==> config.mk <==
export PLATFORM = sky130hd
export DESIGN_NAME = mdio_cmd_master
export DESIGN_NICKNAME = d
export VERILOG_FILES = /design/src/rtl/mdio_pkg.sv /design/src/rtl/mdc_clock_gen.sv /design/src/rtl/mdio_frame_shifter.sv /design/src/rtl/mdio_host_regs.sv /design/src/rtl/mdio_cmd_master.sv
export SDC_FILE = /design/constraint.sdc
export NUM_CORES = 1
export LEC_CHECK = 0
export BUFFER_PORTS_ARGS = -buffer_cell sky130_fd_sc_hd__clkbuf_2
export CORE_UTILIZATION = 57
export DETAILED_ROUTE_END_ITERATION = 7
export PLACE_DENSITY = 0.85
export SYNTH_ARGS = -nofsm -noshare
export SYNTH_HDL_FRONTEND = slang
export SYNTH_SLANG_ARGS = --single-unit
==> constraint.sdc <==
create_clock -name clk -period 2.25 [get_ports clk]
set_input_delay 0.225 -clock clk [delete_from_list [all_inputs] [get_ports clk]]
set_output_delay 0.225 -clock clk [all_outputs]
set_load 0.03 [all_outputs]
==> src/rtl/mdio_pkg.sv <==
package mdio_pkg;
   localparam int PHY_W    = 5;
   localparam int REGN_W   = 5;
   localparam int DATA_W   = 16;
   localparam int BUSY_BIT = 20;
   localparam int RD_BIT   = 17;
   localparam int WR_BIT   = 16;
   localparam int PHY_LSB  = 8;
   localparam int REGN_LSB = 0;

   localparam logic [1:0] A_CTL  = 2'd0;
   localparam logic [1:0] A_XFER = 2'd1;
   localparam logic [1:0] A_FLAG = 2'd2;

   typedef struct packed {
      logic              op_rd;
      logic              op_wr;
      logic [PHY_W-1:0]  phy;
      logic [REGN_W-1:0] regn;
   } mdio_cmd_t;
endpackage

==> src/rtl/mdc_clock_gen.sv <==
module mdc_clock_gen #(
   parameter int DIV_HALF = 2
) (
   input  logic clk,
   input  logic rst_n,
   input  logic run,
   output logic mdc,
   output logic rise,
   output logic fall
);
   logic tick;

   generate
      if (DIV_HALF < 1) begin : g_bad
         $error("DIV_HALF must be at least 1");
      end
      if (DIV_HALF == 1) begin : g_nodiv
         assign tick = run;
      end else begin : g_div
         localparam int CNT_W = $clog2(DIV_HALF);
         localparam logic [CNT_W-1:0] CNT_LAST = CNT_W'(DIV_HALF - 1);
         logic [CNT_W-1:0] cnt;
         always_ff @(posedge clk or negedge rst_n) begin
            if (!rst_n)              cnt <= '0;
            else if (!run)           cnt <= '0;
            else if (cnt == CNT_LAST) cnt <= '0;
            else                     cnt <= cnt + 1'b1;
         end
         assign tick = run && (cnt == CNT_LAST);
      end
   endgenerate

   always_ff @(posedge clk or negedge rst_n) begin
      if (!rst_n)    mdc <= 1'b0;
      else if (!run) mdc <= 1'b0;
      else if (tick) mdc <= ~mdc;
   end

   assign rise = tick && !mdc;
   assign fall = tick && mdc;

   AST_ONE_STROBE: assert property (@(posedge clk) disable iff (!rst_n)
      !(rise && fall));
   AST_STROBE_NEEDS_RUN: assert property (@(posedge clk) disable iff (!rst_n)
      (rise || fall) |-> run);
endmodule

==> src/rtl/mdio_frame_shifter.sv <==
module mdio_frame_shifter
   import mdio_pkg::*;
#(
   parameter int PREAMBLE_LEN = 32
) (
   input  logic              clk,
   input  logic              rst_n,
   input  logic              start,
   input  mdio_cmd_t         cmd,
   input  logic [DATA_W-1:0] wdata,
   input  logic              rise,
   input  logic              fall,
   input  logic              mdio_i,
   output logic              mdio_o,
   output logic              mdio_oe,
   output logic              done,
   output logic [DATA_W-1:0] rd_data,
   output logic              ta_bad
);
   localparam int FRAME_LEN = PREAMBLE_LEN + 4 + PHY_W + REGN_W + 2 + DATA_W;
   localparam int IDX_W     = $clog2(FRAME_LEN);
   localparam int TA_POS    = PREAMBLE_LEN + 4 + PHY_W + REGN_W;
   localparam logic [IDX_W-1:0] IDX_LAST = IDX_W'(FRAME_LEN - 1);
   localparam logic [IDX_W-1:0] IDX_TA   = IDX_W'(TA_POS);
   localparam logic [IDX_W-1:0] IDX_TA2  = IDX_W'(TA_POS + 1);
   localparam logic [IDX_W-1:0] IDX_DATA = IDX_W'(TA_POS + 2);

   generate
      if (PREAMBLE_LEN < 1 || PREAMBLE_LEN > 64) begin : g_bad
         $error("PREAMBLE_LEN out of range");
      end
   endgenerate

   logic                 active;
   logic                 is_rd;
   logic [IDX_W-1:0]     idx;
   logic [FRAME_LEN-1:0] sh;
   logic [FRAME_LEN-1:0] frame_img;

   assign frame_img = {{PREAMBLE_LEN{1'b1}}, 2'b01, cmd.op_rd, cmd.op_wr,
                       cmd.phy, cmd.regn, 2'b10, wdata};

   always_ff @(posedge clk or negedge rst_n) begin
      if (!rst_n) begin
         active  <= 1'b0;
         is_rd   <= 1'b0;
         idx     <= '0;
         sh      <= '0;
         rd_data <= '0;
         ta_bad  <= 1'b0;
      end else if (start) begin
         active  <= 1'b1;
         is_rd   <= cmd.op_rd;
         idx     <= '0;
         sh      <= frame_img;
         rd_data <= '0;
         ta_bad  <= 1'b0;
      end else if (active) begin
         if (rise) begin
            if (idx == IDX_TA2)  ta_bad  <= mdio_i;
            if (idx >= IDX_DATA) rd_data <= {rd_data[DATA_W-2:0], mdio_i};
         end
         if (fall) begin
            if (idx == IDX_LAST) begin
               active <= 1'b0;
            end else begin
               idx <= idx + 1'b1;
               sh  <= {sh[FRAME_LEN-2:0], 1'b0};
            end
         end
      end
   end

   assign done    = active && fall && (idx == IDX_LAST);
   assign mdio_o  = active && sh[FRAME_LEN-1];
   assign mdio_oe = active && !(is_rd && idx >= IDX_TA);

   AST_OUT_HOLDS_UNTIL_FALL: assert property (@(posedge clk) disable iff (!rst_n)
      (active && !fall) |=> $stable(mdio_o));
   AST_OE_OFF_AFTER_READ_TA: assert property (@(posedge clk) disable iff (!rst_n)
      (active && is_rd && fall && idx == IDX_TA2) |=> !mdio_oe);
   AST_NO_START_MIDFRAME: assert property (@(posedge clk) disable iff (!rst_n)
      active |-> !start);
endmodule

==> src/rtl/mdio_host_regs.sv <==
module mdio_host_regs
   import mdio_pkg::*;
#(
   parameter int ADDR_W = 2
) (
   input  logic              clk,
   input  logic              rst_n,
   input  logic              reg_wr,
   input  logic [ADDR_W-1:0] reg_addr,
   input  logic [31:0]       reg_wdata,
   output logic [31:0]       reg_rdata,
   input  logic              done,
   input  logic [DATA_W-1:0] rd_data,
   input  logic              ta_bad,
   output logic              start,
   output mdio_cmd_t         cmd_q,
   output logic [DATA_W-1:0] wr_hold,
   output logic              busy
);
   generate
      if (ADDR_W < 2) begin : g_bad
         $error("ADDR_W must be at least 2");
      end
   endgenerate

   logic [DATA_W-1:0] rd_hold;
   logic              bad_q;
   logic              sel_ctl, sel_xfer, cmd_ok;

   assign sel_ctl  = reg_addr == ADDR_W'(A_CTL);
   assign sel_xfer = reg_addr == ADDR_W'(A_XFER);
   assign cmd_ok   = reg_wdata[BUSY_BIT] && (reg_wdata[RD_BIT] ^ reg_wdata[WR_BIT]);
   assign start    = reg_wr && sel_ctl && !busy && cmd_ok;

   always_ff @(posedge clk or negedge rst_n) begin
      if (!rst_n) begin
         busy    <= 1'b0;
         cmd_q   <= '0;
         wr_hold <= '0;
         rd_hold <= '0;
         bad_q   <= 1'b0;
      end else begin
         if (start) begin
            busy        <= 1'b1;
            cmd_q.op_rd <= reg_wdata[RD_BIT];
            cmd_q.op_wr <= reg_wdata[WR_BIT];
            cmd_q.phy   <= reg_wdata[PHY_LSB +: PHY_W];
            cmd_q.regn  <= reg_wdata[REGN_LSB +: REGN_W];
         end else if (done) begin
            busy <= 1'b0;
            if (cmd_q.op_rd) begin
               rd_hold <= rd_data;
               bad_q   <= ta_bad;
            end
         end
         if (reg_wr && sel_xfer) wr_hold <= reg_wdata[DATA_W-1:0];
      end
   end

   always_comb begin
      reg_rdata = '0;
      case (reg_addr)
         ADDR_W'(A_CTL): begin
            reg_rdata[BUSY_BIT]                  = busy;
            reg_rdata[RD_BIT]                    = cmd_q.op_rd;
            reg_rdata[WR_BIT]                    = cmd_q.op_wr;
            reg_rdata[PHY_LSB +: PHY_W]          = cmd_q.phy;
            reg_rdata[REGN_LSB +: REGN_W]        = cmd_q.regn;
         end
         ADDR_W'(A_XFER): reg_rdata = {rd_hold, wr_hold};
         ADDR_W'(A_FLAG): reg_rdata[0] = bad_q;
         default:         reg_rdata = '0;
      endcase
   end

   AST_CMD_FROZEN_WHILE_BUSY: assert property (@(posedge clk) disable iff (!rst_n)
      busy |=> $stable(cmd_q));
   AST_BUSY_FROM_CTL_WRITE: assert property (@(posedge clk) disable iff (!rst_n)
      $rose(busy) |-> ($past(reg_wr) && $past(reg_addr) == ADDR_W'(A_CTL)));
   AST_DONE_ONLY_WHEN_BUSY: assert property (@(posedge clk) disable iff (!rst_n)
      done |-> busy);
   AST_FLAG_MOVES_ON_READ: assert property (@(posedge clk) disable iff (!rst_n)
      !$stable(bad_q) |-> ($past(done) && $past(cmd_q.op_rd)));
endmodule

==> src/rtl/mdio_cmd_master.sv <==
module mdio_cmd_master
   import mdio_pkg::*;
#(
   parameter int DIV_HALF     = 2,
   parameter int PREAMBLE_LEN = 32,
   parameter int ADDR_W       = 2
) (
   input  logic              clk,
   input  logic              rst_n,
   input  logic              reg_wr,
   input  logic [ADDR_W-1:0] reg_addr,
   input  logic [31:0]       reg_wdata,
   output logic [31:0]       reg_rdata,
   output logic              mdc,
   output logic              mdio_o,
   output logic              mdio_oe,
   input  logic              mdio_i
);
   logic              start, done, busy, rise, fall, ta_bad;
   mdio_cmd_t         cmd_q;
   logic [DATA_W-1:0] wr_hold, rd_data;

   mdio_host_regs #(.ADDR_W(ADDR_W)) u_regs (
      .clk(clk), .rst_n(rst_n), .reg_wr(reg_wr), .reg_addr(reg_addr),
      .reg_wdata(reg_wdata), .reg_rdata(reg_rdata), .done(done),
      .rd_data(rd_data), .ta_bad(ta_bad), .start(start), .cmd_q(cmd_q),
      .wr_hold(wr_hold), .busy(busy)
   );

   mdc_clock_gen #(.DIV_HALF(DIV_HALF)) u_clk (
      .clk(clk), .rst_n(rst_n), .run(busy), .mdc(mdc), .rise(rise), .fall(fall)
   );

   mdio_cmd_t cmd_next;
   assign cmd_next = '{op_rd: reg_wdata[RD_BIT], op_wr: reg_wdata[WR_BIT],
                       phy:   reg_wdata[PHY_LSB +: PHY_W],
                       regn:  reg_wdata[REGN_LSB +: REGN_W]};

   mdio_frame_shifter #(.PREAMBLE_LEN(PREAMBLE_LEN)) u_shift (
      .clk(clk), .rst_n(rst_n), .start(start), .cmd(cmd_next),
      .wdata(wr_hold), .rise(rise), .fall(fall), .mdio_i(mdio_i),
      .mdio_o(mdio_o), .mdio_oe(mdio_oe), .done(done), .rd_data(rd_data),
      .ta_bad(ta_bad)
   );

   AST_MDC_LOW_WHEN_IDLE: assert property (@(posedge clk) disable iff (!rst_n)
      !busy |-> !mdc);
   AST_BUSY_ENDS_ON_FALL: assert property (@(posedge clk) disable iff (!rst_n)
      $fell(busy) |-> $past(fall));
   AST_OE_ONLY_WHEN_BUSY: assert property (@(posedge clk) disable iff (!rst_n)
      mdio_oe |-> busy);
endmodule

; ---- Word-level counts from Yosys, hierarchy flattened
; Index checks and enable logic that the tools add are counted.
; Widths: inputs -> output; s select.
[totals]
regBits = 136
in_bits = 38
out_inout_bits = 35
elab_cells = 90
[op_classes]
add_sub_neg = 2
magnitude_cmp = 2
n_eq_ne = 6
n_mux = 35
bitwise = 3
n_reduce_logical = 27
[op_table]
columns = op, n
row1 = $mux 64, 4
row2 = $mux 16, 4
row3 = $mux 6, 4
row4 = $mux 1, 14
row5 = $logic_and 1x1->1, 13
row6 = $eq 6x6->1 const B, 2
row7 = $ge 6x6->1 const B, 2
row8 = $reduce_and 3->1, 4
row9 = $reduce_bool 2->1, 6
row10 = $mux 11, 1
row11 = $pmux 5 s2, 1
row12 = $pmux 4 s2, 1
row13 = $add 6x1->6 const B, 1
row14 = $mux 3, 2
row15 = $pmux 2 s2, 1
row16 = $logic_not 1->1, 3
row17 = $pmux 1 s3, 1
row18 = $eq 2x1->1 const B, 1
row19 = $eq 2x2->1 const B, 1
row20 = $logic_not 2->1, 1
row21 = $mux 2, 1
row22 = $ne 2x1->1 const B, 1
row23 = $ne 2x2->1 const B, 1
row24 = $not 1->1, 2
row25 = 3 further kinds, 3

; ---- Longest topological paths before layout
; Gate-level depths: netlist of run 1.
[logic_depth]
ltp_word = 6
ltp_mapped = 7
mapped_depth_nobuf = 5

; ---- Hierarchy
; From an unflattened synthesis of run 1, not the netlist that was laid out.
[unflattened]
hier_cells = 618
area_unflattened_um2 = 6665.1
[by_module_without_submodules]
columns = mod, instances, cells_each, area_per_inst_um2, seq_area_each_um2
row1 = mdio_frame_shifter, 1, 447, 4384.2, 2227.1
row2 = mdio_host_regs, 1, 163, 2192.1, 1151.1
row3 = mdc_clock_gen, 1, 8, 88.8, 50.0

; ---- Worst setup path after synthesis of run 1
; No wires, ideal clock.
[synth_timing]
path_type = flip-flop to flip-flop
startpoint = register u_clk.mdc
endpoint = register u_regs.bad_q
setup_time_ns = 0.125
arrival_ns = 1.543
required_time_ns = 2.125
slack_ns = 0.582
path_stages_with_launch = 5
n_path_buf = 1
synth_period_minus_slack_ns = 1.668
path_cell_list = dfrtp_1 and4_4 nand3_4 buf_6 mux2_4
[synth_between]
elab_chain_cells = 4
[synth_rtl]
columns = item, line_no
row1 = "start, declared", mdc_clock_gen.sv:7  ; output logic mdc,
row2 = "start signal, assigned", mdc_clock_gen.sv:36  ; else if (tick) mdc <= ~mdc;
row3 = $logic_and 1x1->1, mdc_clock_gen.sv:40  ; assign fall = tick && mdc;
row4 = $logic_and 1x1->1 (2 in a row), mdio_frame_shifter.sv:74  ; assign done = active && fall && (idx == IDX_LAST);
row5 = $reduce_and 3->1 (no source line), n/a
row6 = "end signal, assigned", mdio_host_regs.sv:53  ; bad_q <= ta_bad;
row7 = "end, declared", mdio_host_regs.sv:27  ; logic bad_q;
; No other way between the ends.
; A chain may end at the register's enable or synchronous reset.

; ---- Worst setup path after layout of run 1
[layout_timing]
startpoint = register u_shift.idx[1]
endpoint = register u_shift.idx[0]
[layout_between]
elab_chain_cells = 3
[layout_rtl]
columns = item, line_no
row1 = "start, declared", mdio_frame_shifter.sv:36  ; logic [IDX_W-1:0] idx;
row2 = "start signal, assigned", mdio_frame_shifter.sv:67  ; idx <= idx + 1'b1;
row3 = $eq 6x6->1, mdio_frame_shifter.sv:64  ; if (idx == IDX_LAST) begin
row4 = $ne 2x2->1 (no source line), n/a
row5 = $reduce_and 3->1 (no source line), n/a
; No other way between the ends.

==> impl_results.md, run 1 <==
- Status: complete, no violations
- Worst-path cell chain: ha_1 > nand3_4 > o21ai_4 > buf_4 > buf_4 > nand3_1 > o21ai_0
- N_diodes: 0
- Fmax: 506 MHz
- Buffers added on ports: 59
- Worst EP arrival: 2410 ps
- First-pass GRT wire length: 19600 um
- FF+latch count, synth: 136
- Die area: 10400 um2
- Post-route ant nets: 0
- Critical Path Most Common Cell: buf_4
- Detailed placement HPWL: 7360 um
- Vias per inst: 5.95
- Clock tree root buffer cell: clkbuf_8
- Max-Cap Viols: 0
- Fin crit share: 0.879
- Worst hold path type: input port to register
- Hold depth: 3
- Hold EP: u_shift.ta_bad
- Leakage: 3.45 nW
- Share of the synthesized area in the top cell type: 0.595
- Area Growth Syn to Fin: 20.7%
- Final Max Tran Viols: 0
- Critical R2R Capture: u_shift.idx[0]
- Clock Skews: 8.35 ps
- CTS max path bufs: 2
- Hold_ws: 292 ps
- DRT iter0 DRCs: 328
- Die Y: 102 um
- Initial antenna violation count: 0
- Area leader, netlist: dfrtp_1
- Worst skew pair latency: 530 ps
- PwrDens: 865 nW/um2
- CP Max Fanout: 24
- Core Box Area: 9770 um2
- Fin. Hold Viols: 0
- Row count: 36
- Slew HR: 0.517
- Sequential fraction of the synthesis area: 0.595
- WL/cell: 17.9 um
- Worst path bufs/invs: 2
- Least-Margin Pin Slew: 724 ps
- Detailed-router iteration count before antenna repair: 5
- Layout cell share with drive strength beyond 1: 0.262
- Main area contributors after synthesis: dfrtp_1, o22a_1, nand2_1
- Total gr overflow: 0
- Post-synth net total: 511
- Layout Nets: 592
- Htree depth: 4
- Post-Route WL: 12500 um
- Largest net degree at the start of global routing: 137
- Synth cell types: 38
- Clk slew on worst S/H paths: 60 ps
- Post-synthesis cell area: 5720 um2
- # fillers: 634
- Hold Crit Start: reg_wdata[20]
- Initial core utilization: 0.586
- CTS tree: built
- Residual DRC: 0
- R2r startpoint: u_shift.idx[1]
- Setup CP Type: register to register
- Num CTS Buffers: 17
- Crit path required time: 2680 ps
- Worst setup EP type: register
- Slowest stage cell on the critical path: dfrtp_1
- CP top delay family: buffers and inverters
- Number of global-route vias before repair: 3920
- Synth warnings: 0
- Peak VDD IR: 0.000509 V
- Period minus WS final: 1980 ps
- Avg Cell Area, Syn: 12.1 um2
- Crit-path max cell delay: 430 ps
- Final setup viols: 0
- Total global-route track usage: 0.253
- Setup tns final: 0 ps
- Vias: 4151
- Die width: 102 um
- Ports: 73
- Cells after Synth: 472
- Placer Congestion: 0.805
- Nature of the critical path startpoint: register
- Sink Count: 136
- Reg2Reg Setup Slack: 270 ps
- RSZ-0062 raised after global routing: no
- R2R depth: 7
worst min-delay path, cell delays in order:
cell,delay (ps)
clkbuf_2,110
and4_1,290
nor2_1,150
Yosys cell counts:
cell type / number
mux2_4: 10
a22oi_1: 22
nor4_1: 1
and2_1: 21
nor3_1: 1
or3_1: 1
nor3b_4: 1
a21oi_1: 3
nor2_1: 16
o21a_1: 4
buf_4: 5
nand2_1: 73
clkbuf_1: 10
a31oi_1: 1
nand3_1: 33
o22a_1: 33
nand2_2: 1
mux2_2: 23
dfrtp_1: 136
mux2i_1: 16
nor2b_1: 2
buf_6: 3
o31ai_1: 2
o21ai_4: 1
and4_1: 2
and4_4: 1
a21o_1: 1
nor3_2: 1
nor2_2: 2
o21ai_0: 3
buf_2: 14
nand4_1: 2
a22o_1: 19
o211ai_1: 1
ha_1: 1
nand3_4: 2
nand4_2: 2
xor2_1: 2
worst max-delay path by stage:
stage / from / end / slack [ps] / cells after the start
4_1_cts: u_shift.idx[0] / u_shift.idx[0] / 260 / 7
2_1_floorplan: u_clk.mdc / u_regs.bad_q / 580 / 4
3_5_place_dp: u_shift.idx[1] / u_shift.idx[0] / 270 / 7
3_3_place_gp: u_shift.idx[1] / u_shift.idx[0] / 470 / 7
6_report: u_shift.idx[1] / u_shift.idx[0] / 270 / 7
5_1_grt: u_shift.idx[0] / u_shift.idx[0] / 130 / 7
routing by layer:
layer  up-vias  track usage  wire length [um]
li1       1857            -                 -
met1      2070        0.340              5180
met2       190        0.389              6150
met3        34       0.0725               883
met4         0        0.105               263
met5         -            0                 0
flip-flops by register name (all words and copies together), names as in the netlist:
name and count:
u_clk.mdc 1, u_regs.cmd_q 12, u_regs.wr_hold 16, u_shift.active 1, u_shift.sh 64, u_shift.idx 6, u_regs.bad_q 1, u_shift.rd_data 16
u_shift.ta_bad 1, u_regs.rd_hold 16, u_clk.g_div.cnt 1, u_regs.busy 1
logic make-up (layout without fill, tap and decap cells):
| group | count (synthesis) | in the layout | share of synthesized area |
|---|---|---|---|
| simple gates | 162 | 162 | 0.141 |
| flops | 136 | 136 | 0.595 |
| compound gates | 90 | 90 | 0.128 |
| mux | 49 | 49 | 0.0995 |
| buf+inv | 32 | 125 | 0.0313 |
| xor+xnor | 2 | 2 | 0.00306 |
| fa+ha+maj | 1 | 1 | 0.00219 |
cells in the final DEF, fill, tap and decap left out, types with 4 or more instances in the layout:
| cell type | instances |
|---|---|
| dfrtp_1 | 136 |
| nand2_1 | 73 |
| clkbuf_2 | 58 |
| o22a_1 | 33 |
| nand3_1 | 33 |
| mux2_2 | 23 |
| a22oi_1 | 22 |
| and2_1 | 21 |
| dlygate4sd3_1 | 20 |
| a22o_1 | 19 |
| mux2i_1 | 16 |
| nor2_1 | 16 |
| clkbuf_16 | 16 |
| buf_4 | 15 |
| mux2_4 | 10 |
| clkinv_2 | 5 |
| o21a_1 | 4 |
repair_timing:
action / CTS / global route
setup buffers: 0 / 0
endpoints found under the hold margin: 177 / 0
hold buffers: 20 / 0
gates resized for setup: 0 / 0
area by class of cell:
| class | instances | area, um2 | share of cell area |
|---|---|---|---|
| clock buffers | 18 | 418 | 0.0605 |
| clock inverters | 13 | 156 | 0.0226 |
| multi-input cells | 304 | 2140 | 0.310 |
| flip-flops and latches | 136 | 3400 | 0.493 |
| well taps | 133 | 166 | 0.0241 |
| repair buffers | 94 | 623 | 0.0902 |
through the flow:
stage | instance area [um2] | util | worst slack, ps | std cells | total power, mW
2_1_floorplan | 5720 | - | 582 | 472 | 3.08
3_3_place_gp | 6130 | 0.628 | 473 | 647 | 3.24
3_5_place_dp | 6130 | 0.628 | 272 | 647 | 3.28
4_1_cts | 6910 | 0.707 | 263 | 698 | 6.01
5_1_grt | 6910 | 0.707 | 134 | 698 | 6.17
6_report | 6910 | 0.707 | 273 | 698 | 5.98
where the power goes:
group / switching [mW] / internal [mW] / total [mW]
sequential: 0.149 / 2.66 / 2.81
clock: 1.03 / 1.67 / 2.70
combinational: 0.248 / 0.220 / 0.469
(Power assumes the default switching activity.)
==> inputs of run 2 (changes only) <==
--- a/config.mk
+++ b/config.mk
@@ -6,9 +6,9 @@
 export NUM_CORES = 1
 export LEC_CHECK = 0
 export BUFFER_PORTS_ARGS = -buffer_cell sky130_fd_sc_hd__clkbuf_2
-export CORE_UTILIZATION = 57
+export CORE_UTILIZATION = 45
 export DETAILED_ROUTE_END_ITERATION = 7
-export PLACE_DENSITY = 0.85
+export PLACE_DENSITY = 0.71
 export SYNTH_ARGS = -nofsm -noshare
 export SYNTH_HDL_FRONTEND = slang
 export SYNTH_SLANG_ARGS = --single-unit
==> impl_results.md, run 2 (synthesis gave the netlist of run 1 again) <==
- Status: complete, no violations
- Htree depth: 4
- Worst setup EP type: register
- DRT iter0 DRCs: 394
- Number of global-route vias before repair: 3844
- Hold depth: 2
- Nature of the critical path startpoint: register
- CP Max Fanout: 33
- Hold Crit Start: reg_wdata[14]
- Layout cell share with drive strength beyond 1: 0.269
- Reg2Reg Setup Slack: 360 ps
- Sink Count: 136
- Num CTS Buffers: 17
- Vias per inst: 5.46
- Fin crit share: 0.840
- Die area: 13200 um2
- Slowest stage cell on the critical path: dfrtp_1
- N_diodes: 0
- Crit-path max cell delay: 420 ps
- Worst hold path type: input port to register
- Detailed placement HPWL: 7270 um
- Initial core utilization: 0.469
- Max-Cap Viols: 0
- Total global-route track usage: 0.196
- Final setup viols: 0
- Area Growth Syn to Fin: 19.8%
- Layout Nets: 572
- Clock tree root buffer cell: clkbuf_16
- Post-Route WL: 11900 um
- Worst EP arrival: 2180 ps
- Setup CP Type: register to register
- Worst skew pair latency: 420 ps
- CTS max path bufs: 2
- Most frequent cells in the layout: dfrtp_1, nand2_1, clkbuf_2, o22a_1, nand3_1
- Crit path required time: 2540 ps
- Least-Margin Pin Slew: 621 ps
- Peak VDD IR: 0.000791 V
- Total gr overflow: 0
- Total power draw: 6.32 mW
- WL/cell: 16.6 um
- Clk slew on worst S/H paths: 60 ps
- Largest register FFs: 64
- Leakage: 3.41 nW
- Hold EP: u_regs.wr_hold[14]
- Commonest non-fill, non-tap cell in the layout: dfrtp_1
- Fin. Hold Viols: 0
- Placer Congestion: 0.763
- RSZ-0062 raised after global routing: no
- PwrDens: 921 nW/um2
- Core Box Area: 12200 um2
- Final Max Tran Viols: 0
- R2R depth: 5
- Detailed-router iteration count before antenna repair: 5
- Period minus WS final: 1890 ps
- Critical R2R Capture: u_shift.sh[37]
- Die width: 115 um
- CTS tree: built
- Clock Skews: 16.8 ps
- Worst-path cell chain: ha_1 > nand3_4 > o21ai_4 > nand2_2 > o22a_1
- Largest reg by FF count: u_shift.sh
- Initial antenna violation count: 0
- R2r startpoint: u_shift.idx[0]
- Row count: 40
- Die Y: 115 um
- Largest net degree at the start of global routing: 57
- Residual DRC: 0
- Buffers added on ports: 59
- Slew HR: 0.585
- Post-route ant nets: 0
- Ports: 73
- Vias: 3896
- Setup tns final: 0 ps
- Fmax: 529 MHz
- First-pass GRT wire length: 19700 um
-- run 2: cell types whose count changed in the layout (fill, tap and decap cells not counted), moves of 2 or more --
| cell | change |
|---|---|
| dlygate4sd3_1 | -19 |
| clkinv_2 | -5 |
| buf_4 | -2 |
| bufinv_16 | +2 |
| clkbuf_8 | +2 |
| clkinv_4 | -2 |
-- run 2: area by class of cell --
class	instances	area [um2]
multi-input cells	304	2140
repair buffers	74	438
fillers	1044	5350
clock buffers	22	474
well taps	168	210
flip-flops and latches	136	3400
clock inverters	10	190
-- run 2: worst max-delay path by stage --
stage,cells past startpoint,startpoint,endpoint
finish,5,u_shift.idx[0],u_shift.sh[37]
CTS,5,u_shift.idx[0],u_shift.sh[37]
detailed placement,5,u_shift.idx[0],u_shift.sh[49]
global route,5,u_shift.idx[0],u_shift.sh[37]
global placement,5,u_shift.idx[1],u_shift.sh[58]
floorplan,4,u_clk.mdc,u_regs.bad_q
-- run 2: worst max-delay path: cells and delay by family (launching register included) --
family | cells | cell delay [ps]
compound gates | 2 | 560
fa+ha+maj | 1 | 250
flops | 1 | 420
simple gates | 2 | 530
-- run 2: stage by stage --
stage	cells	utilization	instance area (um2)	worst slack (ps)	hold WS, ps
after detailed placement	681	0.506	6180	392	196
after floorplan	472	-	5720	582	-70.6
after global placement	681	0.506	6180	458	193
after global routing	714	0.562	6860	190	37.8
after CTS	714	0.562	6860	341	29.3
final	714	0.562	6860	361	38.3
-- run 2: power by group --
part | total, mW | switching (mW) | internal [mW] | leakage [nW]
Combinational | 0.441 | 0.238 | 0.203 | 1.32
Clock | 3.08 | 1.01 | 2.06 | 0.313
Sequential | 2.80 | 0.144 | 2.66 | 1.77
-- run 2: routing by layer --
layer	global-route usage	vias to the layer above	wire length, um
li1	-	1804	-
met1	0.281	1957	5490
met2	0.291	125	5540
met3	0.0575	10	692
met4	0.0563	0	128
met5	0	-	0
-- run 2: what timing repair did --
| action | in CTS | in global routing |
|---|---|---|
| hold endpoints to repair | 30 | 0 |
| endpoints found under the setup margin | 0 | 0 |
| hold buffers | 1 | 0 |
| setup buffers | 0 | 0 |
| gates resized for setup | 0 | 0 |
